===== config.mk =====
export PLATFORM = sky130hd
export DESIGN_NAME = fg_speed_disc
export DESIGN_NICKNAME = d
export VERILOG_FILES = /design/src/rtl/fg_speed_disc_pkg.sv /design/src/rtl/fg_speed_disc_sync.sv /design/src/rtl/fg_speed_disc_meter.sv /design/src/rtl/fg_speed_disc_pulse.sv /design/src/rtl/fg_speed_disc.sv
export SDC_FILE = /design/constraint.sdc
export NUM_CORES = 1
export LEC_CHECK = 0
export BUFFER_PORTS_ARGS = -buffer_cell sky130_fd_sc_hd__buf_2
export CAP_MARGIN = 20
export CORE_MARGIN = 5
export CORE_UTILIZATION = 37
export CTS_CLUSTER_DIAMETER = 60
export DETAILED_ROUTE_END_ITERATION = 10
export PLACE_DENSITY = 0.53
export SETUP_SLACK_MARGIN = 0.4
export SLEW_MARGIN = 5
export SYNTH_ARGS = -nofsm -noshare
export SYNTH_HDL_FRONTEND = slang
export SYNTH_SLANG_ARGS = --single-unit

===== constraint.sdc =====
create_clock -name clk -period 2.7 [get_ports clk]
set_clock_uncertainty 0.15 [all_clocks]
set_input_delay 0.27 -clock clk [delete_from_list [all_inputs] [get_ports clk]]
set_output_delay 0.27 -clock clk [all_outputs]
set_load 0.02 [all_outputs]

===== src/rtl/fg_speed_disc_pkg.sv =====
package fg_speed_disc_pkg;

    // Width of any pulse length in reference clocks.
    localparam int PW_W = 24;

    typedef struct packed {
        logic            accel;  // 1 = up output, 0 = down output
        logic [PW_W-1:0] len;    // pulse length in reference clocks
    } pulse_req_t;

    // Speed error from a period count.
    function automatic pulse_req_t speed_req(input logic [PW_W-1:0] meas,
                                             input logic            ovf,
                                             input int unsigned     nominal,
                                             input int unsigned     prescale);
        pulse_req_t      r;
        logic [PW_W-1:0] dev;
        if (ovf) begin
            r.accel = 1'b1;
            dev     = PW_W'(nominal);
        end else if (meas >= PW_W'(nominal)) begin
            r.accel = 1'b1;
            dev     = meas - PW_W'(nominal);
        end else begin
            r.accel = 1'b0;
            dev     = PW_W'(nominal) - meas;
        end
        r.len = dev * PW_W'(prescale);
        return r;
    endfunction

    // Phase error from the reference phase at a tachometer edge.
    function automatic pulse_req_t phase_req(input logic [PW_W-1:0] ph,
                                             input int unsigned     tgt);
        pulse_req_t r;
        if (ph < PW_W'(tgt / 2)) begin
            r.accel = 1'b1;
            r.len   = ph;
        end else begin
            r.accel = 1'b0;
            r.len   = PW_W'(tgt) - ph;
        end
        return r;
    endfunction

endpackage


===== src/rtl/fg_speed_disc_sync.sv =====
module fg_speed_disc_sync (
    input  logic clk,
    input  logic rst,
    input  logic fg_async,
    output logic rise
);
    // Two synchronizing stages plus one history stage for edge detect.
    logic [2:0] sh;

    always_ff @(posedge clk) begin
        if (rst) sh <= '0;
        else     sh <= {sh[1:0], fg_async};
    end

    assign rise = sh[1] & ~sh[2];

    // a detected edge lasts one cycle only
    p_rise_single_r8: assert property (@(posedge clk) disable iff (rst)
        rise |=> !rise);

endmodule


===== src/rtl/fg_speed_disc_meter.sv =====
module fg_speed_disc_meter #(
    parameter  int NOMINAL  = 512,
    parameter  int PRESCALE = 16,
    localparam int CAP      = 2 * NOMINAL,
    localparam int CW       = $clog2(CAP + 1)
) (
    input  logic          clk,
    input  logic          rst,
    input  logic          enable,
    input  logic          rise,
    output logic [CW-1:0] meas,
    output logic          ovf
);
    localparam int PSW = (PRESCALE > 1) ? $clog2(PRESCALE) : 1;

    logic [PSW-1:0] psc;
    logic [CW-1:0]  cnt, cnt_nx;
    logic           tick;

    // The count including this cycle's tick is the measurement when rise is high.
    always_comb begin
        tick   = (psc == PSW'(PRESCALE - 1));
        cnt_nx = (cnt == CW'(CAP)) ? cnt : cnt + CW'(tick);
    end

    assign meas = cnt_nx;
    assign ovf  = (cnt_nx == CW'(CAP));

    always_ff @(posedge clk) begin
        if (rst || !enable || rise) begin
            psc <= '0;
            cnt <= '0;
        end else begin
            psc <= tick ? '0 : psc + PSW'(1);
            cnt <= cnt_nx;
        end
    end

    // the tick counter saturates at the overflow value
    p_cnt_cap_r5: assert property (@(posedge clk) disable iff (rst)
        cnt <= CW'(CAP));

endmodule


===== src/rtl/fg_speed_disc_pulse.sv =====
module fg_speed_disc_pulse
    import fg_speed_disc_pkg::*;
(
    input  logic       clk,
    input  logic       rst,
    input  logic       clear,
    input  logic       load,
    input  pulse_req_t req,
    output logic       up,
    output logic       dn
);
    logic [PW_W-1:0] rem;
    logic            dir;

    always_ff @(posedge clk) begin
        if (rst || clear) begin
            rem <= '0;
            dir <= 1'b0;
        end else if (load) begin
            rem <= req.len;
            dir <= req.accel;
        end else if (rem != '0) begin
            rem <= rem - PW_W'(1);
        end
    end

    assign up = (rem != '0) &&  dir;
    assign dn = (rem != '0) && !dir;

    // a non-empty request starts a pulse on the next cycle
    p_load_starts_r3: assert property (@(posedge clk) disable iff (rst)
        (load && !clear && req.len != '0) |=> (up || dn));

    // a running pulse shortens by exactly one clock per cycle
    p_count_down_r3: assert property (@(posedge clk) disable iff (rst)
        (!load && !clear && rem != '0) |=> (rem == $past(rem) - PW_W'(1)));

endmodule


===== src/rtl/fg_speed_disc.sv =====
module fg_speed_disc
    import fg_speed_disc_pkg::*;
#(
    parameter int NOMINAL  = 512,
    parameter int PRESCALE = 16
) (
    input  logic clk,
    input  logic rst,
    input  logic run,
    input  logic fg_in,
    output logic spd_up,
    output logic spd_dn,
    output logic ph_up,
    output logic ph_dn,
    output logic lock_n
);
    localparam int TGT      = NOMINAL * PRESCALE;
    localparam int LOCK_WIN = NOMINAL / 16;
    localparam int CAP      = 2 * NOMINAL;
    localparam int CW       = $clog2(CAP + 1);
    localparam int RW       = $clog2(TGT);

    logic          rise;
    logic [CW-1:0] meas;
    logic          ovf;
    logic [RW-1:0] ref_ph;
    logic          armed, disc_turn, lock_q;
    logic          take, spd_load, ph_load;
    logic [CW-1:0] dev;
    logic          in_win;
    pulse_req_t    spd_rq, ph_rq;

    fg_speed_disc_sync u_sync (
        .clk      (clk),
        .rst      (rst),
        .fg_async (fg_in),
        .rise     (rise)
    );

    fg_speed_disc_meter #(
        .NOMINAL  (NOMINAL),
        .PRESCALE (PRESCALE)
    ) u_meter (
        .clk    (clk),
        .rst    (rst),
        .enable (run),
        .rise   (rise),
        .meas   (meas),
        .ovf    (ovf)
    );

    always_comb begin
        take     = run && rise && armed;
        spd_load = take && disc_turn;
        ph_load  = run && rise;
        dev      = (meas >= CW'(NOMINAL)) ? meas - CW'(NOMINAL)
                                          : CW'(NOMINAL) - meas;
        in_win   = !ovf && (dev <= CW'(LOCK_WIN));
        spd_rq   = speed_req(PW_W'(meas), ovf, NOMINAL, PRESCALE);
        ph_rq    = phase_req(PW_W'(ref_ph), TGT);
    end

    always_ff @(posedge clk) begin
        if (rst || !run) begin
            ref_ph    <= '0;
            armed     <= 1'b0;
            disc_turn <= 1'b1;
            lock_q    <= 1'b0;
        end else begin
            ref_ph <= (ref_ph == RW'(TGT - 1)) ? '0 : ref_ph + RW'(1);
            if (rise) armed <= 1'b1;
            if (take) begin
                disc_turn <= ~disc_turn;
                lock_q    <= in_win;
            end
        end
    end

    assign lock_n = ~lock_q;

    fg_speed_disc_pulse u_spd (
        .clk   (clk),
        .rst   (rst),
        .clear (!run),
        .load  (spd_load),
        .req   (spd_rq),
        .up    (spd_up),
        .dn    (spd_dn)
    );

    fg_speed_disc_pulse u_ph (
        .clk   (clk),
        .rst   (rst),
        .clear (!run),
        .load  (ph_load),
        .req   (ph_rq),
        .up    (ph_up),
        .dn    (ph_dn)
    );

    // a stopped block is neutral and unlocked one clock later
    p_stop_idle_r9: assert property (@(posedge clk) disable iff (rst)
        !run |=> (!spd_up && !spd_dn && !ph_up && !ph_dn && lock_n));

    // the lock indicator moves only after an accepted measurement
    p_lock_on_meas_r7: assert property (@(posedge clk) disable iff (rst)
        (run && $past(run) && !$stable(lock_n)) |-> $past(rise && armed));

endmodule


==> impl_metrics.ini, run 1 <==
[placed_design]
io_buffers = 8
hpwlAfterDp_mm = 7.27
placed_area_mm2 = 0.00497
place.gp.congestion = 0.820

[sta]
tns_ns = 0
setup_violations = 0
rsz0062_at_grt = yes
timing.fmax_ghz = 0.371
period_minus_slack_ns = 2.70
tightest_slew_ns = 0.686
drv_slew = 0
fin_crit_sh_pct = 99.9
finalHoldViolations = 0
maxSlewHeadroom_pct = 54.2

[route]
viasPerCell = 5.18
routedWlPerCell_um = 14.0
drc = 0
wl_mm = 10.6
dr.first_iter.drc_count = 131
drt_first_pass_iters = 5
vias = 3939
ant_nets = 0

[critical_path]
cp_top_family = simple AND/OR/NAND/NOR gates
r2r_cells = 12
critical_path_arrival_ns = 2.78
r2r_start = u_meter.psc[1]
crit_path_end_kind = flop
slowest_delay_ns = 0.45
slowest_stage = or4b_1
critPathRequiredTime_ns = 2.78
crit_top_cell = ha_4
cp-start-kind = flop
rr_endpoint = lock_q
regToRegSetupSlack_ns = 0.003
path_cells = ha_4 -> nand3_4 -> inv_2 -> ha_4 -> ha_4 -> or4b_1 -> mux2i_1 -> nor2_1 -> or2_4 -> o21ai_4 -> xnor2_2 -> a31o_2
setup.worst_path.class = flop to flop
crit_buf_inv = 1
cp_max_fo = 5

[outcome]
outcome = finished clean

[grt]
grt_pass1_vias = 3859
grt_max_degree = 24
met3_usage_pct = 3.93
grt_pass1_wl_mm = 18.1
use_met2_pct = 26.3
grt_use_met1_pct = 19.3
antenna_found_initial = 0
top_usage_layer = met2
track_usage_pct = 15.3
overflow = 0

[die]
start_util_pct = 37.7
die-area_mm2 = 0.0146
rows = 40
die_w_um = 121
die_y_um = 121
coreArea_mm2 = 0.0120
io_pins = 9

[clocking]
h-tree-depth = 3
clkTransAtPathRegs_ns = 0.06
root_buffer = clkbuf_16
tritoncts = done
clk_latency_ns = 0.34
cts.sinks = 84
clk_path_buf_depth = 2
cts_buffers = 9

[synthesis]
yosysUniqueCellTypes = 53
synth_top_area_share_pct = 37.1
synth.avg_cell_area_um2 = 8.09
synth_nets = 573
async_reset_ff_share_pct = 0
synth_seq_cells = 84
yosysMostFrequentCell = nor2_1
yosys.area.top_type = dfxtp_1
synth-seq-area-share_pct = 37.1
synth-edff-count = 0
synth_area_leaders = dfxtp_1 (37%), xnor2_1 (9.1%), nor2_1 (8.4%), xor2_1 (5.8%), nand2_1 (3.6%)
synthTopCellsByCount = nor2_1 (101), dfxtp_1 (84), xnor2_1 (47)
synthFlopType = dfxtp_1
yosysWarningCount = 0
syn_inst = 560
syn_area_mm2 = 0.00453

[pwr]
powerDensity_mw_per_mm2 = 1400
vdd_ir_drop_max_uv = 993
p_leak_nw = 2.21

[min_path]
holdCritPathClass = flop to flop
hold_path_startpoint = u_sync.sh[0]
hold_path_end = u_sync.sh[1]
hold_path_depth = 1

[layout]
drive_gt1_share_pct = 27.2
final_cell_area_mm2 = 0.00589
area_delta_synth_final_pct = 30.1
n_antenna_cell = 0
final_core_util_pct = 49.1
fin_nets = 622

[flow_run]
max_cap_viol_count = 0
-- metrics by stage --
step	cells	hold slack (ns)	total power [mW]	setup WS, ns
after floorplan	560	0.192	4.88	0.0376
after global placement	719	0.274	5.55	0.0595
after detailed placement	719	0.279	5.59	0.0443
after CTS	749	0.294	7.42	0.0526
after global routing	760	0.319	8.95	-0.0824
final	760	0.293	8.23	0.00280
-- final cells by class --
type / instances / area, µm²
tap: 147 / 184
timing repair buffer: 60 / 494
multi-input combinational: 442 / 3180
inverter: 12 / 45.0
clock buffer: 9 / 225
sequential: 84 / 1700
fill: 1175 / 6120
clock inverter: 6 / 65.1
-- state kept, by name, indices dropped and copies added (netlist names) --
name and flops:
ref_ph 13, u_spd.rem 24, u_ph.dir 1, disc_turn 1
lock_q 1, u_meter.cnt 11, u_meter.psc 4, u_sync.sh 3
u_ph.rem 24, armed 1, u_spd.dir 1
-- repair_timing --
action	4_1_cts	5_1_grt
setup endpoints to repair	37	43
hold buffers	2	0
gates cloned	0	1
pin swaps	14	28
setup buffers	13	10
gates resized for setup	40	67
endpoints found under the hold margin	3	0
-- cell families after synthesis --
kind of cell	after synthesis	synth area share, %
mux	4	0.939
xor+xnor	77	14.9
flops	84	37.1
simple gates	274	30.5
fa+ha+maj	9	2.49
compound gates	77	11.0
buf+inv	35	3.04
-- report_power, final --
group / switching (mW) / leakage [nW] / internal [mW] / total [mW]
Sequential: 0.405 / 0.688 / 1.59 / 2.00
Clock: 0.518 / 0.142 / 0.713 / 1.23
Combinational: 2.45 / 1.38 / 2.56 / 5.01
-- cells in the final DEF (no fill, tap or decap), types with 5 or more instances in the layout --
cell	instances
or3_1	9
and3_1	8
nor2_4	5
o21ai_0	12
nor4_1	8
a211oi_2	8
inv_1	9
o31ai_1	6
ha_1	5
dfxtp_2	10
nor4_4	5
nor3_1	19
buf_4	42
dfxtp_1	72
xor2_1	30
clkbuf_16	9
nor2_1	95
a21oi_1	18
or4_4	5
nand2_1	37
buf_6	11
a211oi_1	8
xnor2_1	43
nand2b_1	6
o21ai_1	5
nand3_1	15
nand2_2	6
nor2b_1	6
-- how the worst max path moves through the flow --
stage	startpoint	to	slack, ns	cells past startpoint
2_1_floorplan	u_meter.psc[0]	lock_q	0.04	13
3_3_place_gp	u_meter.psc[0]	u_spd.rem[5]	0.06	11
3_5_place_dp	u_meter.psc[0]	u_spd.rem[8]	0.04	11
4_1_cts	u_ph.rem[7]	ph_up	0.05	6
5_1_grt	u_meter.psc[1]	lock_q	-0.08	12
6_report	u_meter.psc[1]	lock_q	0.003	12
-- per-layer routing --
layer,share of wire [%],routed length (µm)
met3,2.3,242
met1,48,5050
met4,1.5,156
met5,0,0
met2,49,5170
No activity file was read; power rests on OpenSTA's default activity.
==> run 2, diff against run 1 <==
--- a/config.mk
+++ b/config.mk
@@ -12,5 +12,5 @@
 export CTS_CLUSTER_DIAMETER = 60
 export DETAILED_ROUTE_END_ITERATION = 10
-export PLACE_DENSITY = 0.53
+export PLACE_DENSITY_LB_ADDON = 0.2
 export SETUP_SLACK_MARGIN = 0.4
 export SLEW_MARGIN = 5
@@ -18,2 +18,3 @@
 export SYNTH_HDL_FRONTEND = slang
 export SYNTH_SLANG_ARGS = --single-unit
+export TNS_END_PERCENT = 10
==> constraint.sdc (replaced) <==
create_clock -name clk -period 2.7 [get_ports clk]
set_clock_uncertainty 0.15 [all_clocks]
set_input_delay 0.135 -clock clk [delete_from_list [all_inputs] [get_ports clk]]
set_output_delay 0.135 -clock clk [all_outputs]
set_load 0.02 [all_outputs]
==> impl_metrics.ini, run 2 (synthesized netlist as in run 1, its figures left out) <==
[placed_design]
preCtsSetupSlack_ns = -0.0187
placedCellCount = 729
hpwlAfterDp_mm = 7.39
place.gp.congestion = 0.838
io_buffers = 8

[route]
wl_mm = 10.6
drc = 0
ant_nets = 0
drt_first_pass_iters = 4
routedWlPerCell_um = 14.0
viasPerCell = 5.22
vias = 3952
dr.first_iter.drc_count = 136

[critical_path]
slowest_delay_ns = 0.49
critical_path_arrival_ns = 2.77
crit_buf_inv = 1
cp_top_family = simple AND/OR/NAND/NOR gates
crit_path_end_kind = flop
cp_max_fo = 4
cp-start-kind = flop
crit_top_cell = ha_4
path_cells = ha_4 -> nand3_2 -> inv_2 -> ha_4 -> ha_4 -> or4b_4 -> mux2i_4 -> nor2_2 -> or2_4 -> o21ai_4 -> xnor2_2 -> a31o_2
slowest_stage = or4b_4
setup.worst_path.class = flop to flop
critPathRequiredTime_ns = 2.79

[grt]
overflow = 0
grt_pass1_vias = 3798
antenna_found_initial = 0
grt_pass1_wl_mm = 17.6
track_usage_pct = 14.8
grt_max_degree = 24

[sta]
maxSlewHeadroom_pct = 42.3
setup_slack_ns = 0.0154
finalHoldViolations = 0
tightest_slew_ns = 0.865
setup_violations = 0
drv_slew = 0
period_minus_slack_ns = 2.68
rsz0062_at_grt = yes
timing.fmax_ghz = 0.373
fin_crit_sh_pct = 99.4

[min_path]
holdCritPathClass = primary input to flop

[clocking]
root_buffer = clkbuf_16
cts.sinks = 84
cts_buffers = 9
clk_path_buf_depth = 2
tritoncts = done
clk_latency_ns = 0.34
clkTransAtPathRegs_ns = 0.06
h-tree-depth = 3

[flow_run]
max_cap_viol_count = 0

[die]
die-area_mm2 = 0.0146
die_w_um = 121
start_util_pct = 37.7
coreArea_mm2 = 0.0120
io_pins = 9
die_y_um = 121
rows = 40

[layout]
top_regs = u_ph.rem (24), u_spd.rem (24), ref_ph (13)
n_fill_cell = 1165
area_delta_synth_final_pct = 28.4
drive_gt1_share_pct = 25.1
final_common_cell = nor2_1
final_core_util_pct = 48.4
n_antenna_cell = 0
final_cell_mix = nor2_1 (97), dfxtp_1 (79), xnor2_1 (43)
fin_cells = 757
regArea_mm2 = 0.00169
multiInputGateArea_mm2 = 0.00313
fin_nets = 618

[pwr]
vdd_ir_drop_max_uv = 1270
p_leak_nw = 2.16
powerDensity_mw_per_mm2 = 1390

[outcome]
outcome = finished clean
## run 2: path summary, 6_finish.rpt
kind                  start            to  slack, ns  cells after the start
min reg2reg    u_sync.sh[0]  u_sync.sh[1]       0.29                      1
max          u_meter.psc[0]        lock_q       0.02                     12
max reg2reg  u_meter.psc[0]        lock_q       0.02                     12
min                     run     disc_turn       0.18                      4
## run 2: where the power goes
| group | switching, mW | internal [mW] | total, mW | leakage (nW) |
|---|---|---|---|---|
| logic | 2.42 | 2.42 | 4.83 | 1.33 |
| clock network | 0.529 | 0.750 | 1.28 | 0.150 |
| registers | 0.419 | 1.57 | 1.99 | 0.684 |
## run 2: per-layer routing
layer	vias up	wire length, µm	global-route usage [%]
met5	-	0	0
met2	33	5330	24.8
met3	14	254	4.35
met1	1873	4840	18.2
met4	0	146	4.75
li1	2032	-	-
## run 2: stage by stage
stage / total power [mW] / hold slack [ns] / setup TNS [ns] / instance area, µm²
2_1_floorplan: 4.80 / 0.0566 / 0 / 4600
3_3_place_gp: 5.56 / 0.197 / 0 / 4990
3_5_place_dp: 5.63 / 0.209 / -0.0187 / 4990
4_1_cts: 6.97 / 0.163 / 0 / 5360
5_1_grt: 8.72 / 0.226 / -0.565 / 5820
6_report: 8.11 / 0.182 / 0 / 5820
## run 2: worst min-delay path, stage by stage
cell and delay (ns):
buf_2 0.12, nor2b_1 0.12, buf_4 0.18, o21ai_0 0.08
## run 2: area by class of cell
cell class                      count  area share (%)
Multi-Input combinational cell    441            53.9
Sequential cell                    84            29.0
Timing Repair Buffer               57            7.89
Clock buffer                       10            4.11
Tap cell                          147            3.16
Clock inverter                      6            1.18
Inverter                           12           0.774
## run 2: what timing repair did
action,CTS,global route
resized for setup,6,86
setup endpoints to repair,41,50
hold buffers,2,0
setup buffers,2,8
pin swaps,2,43
hold endpoints to repair,3,0
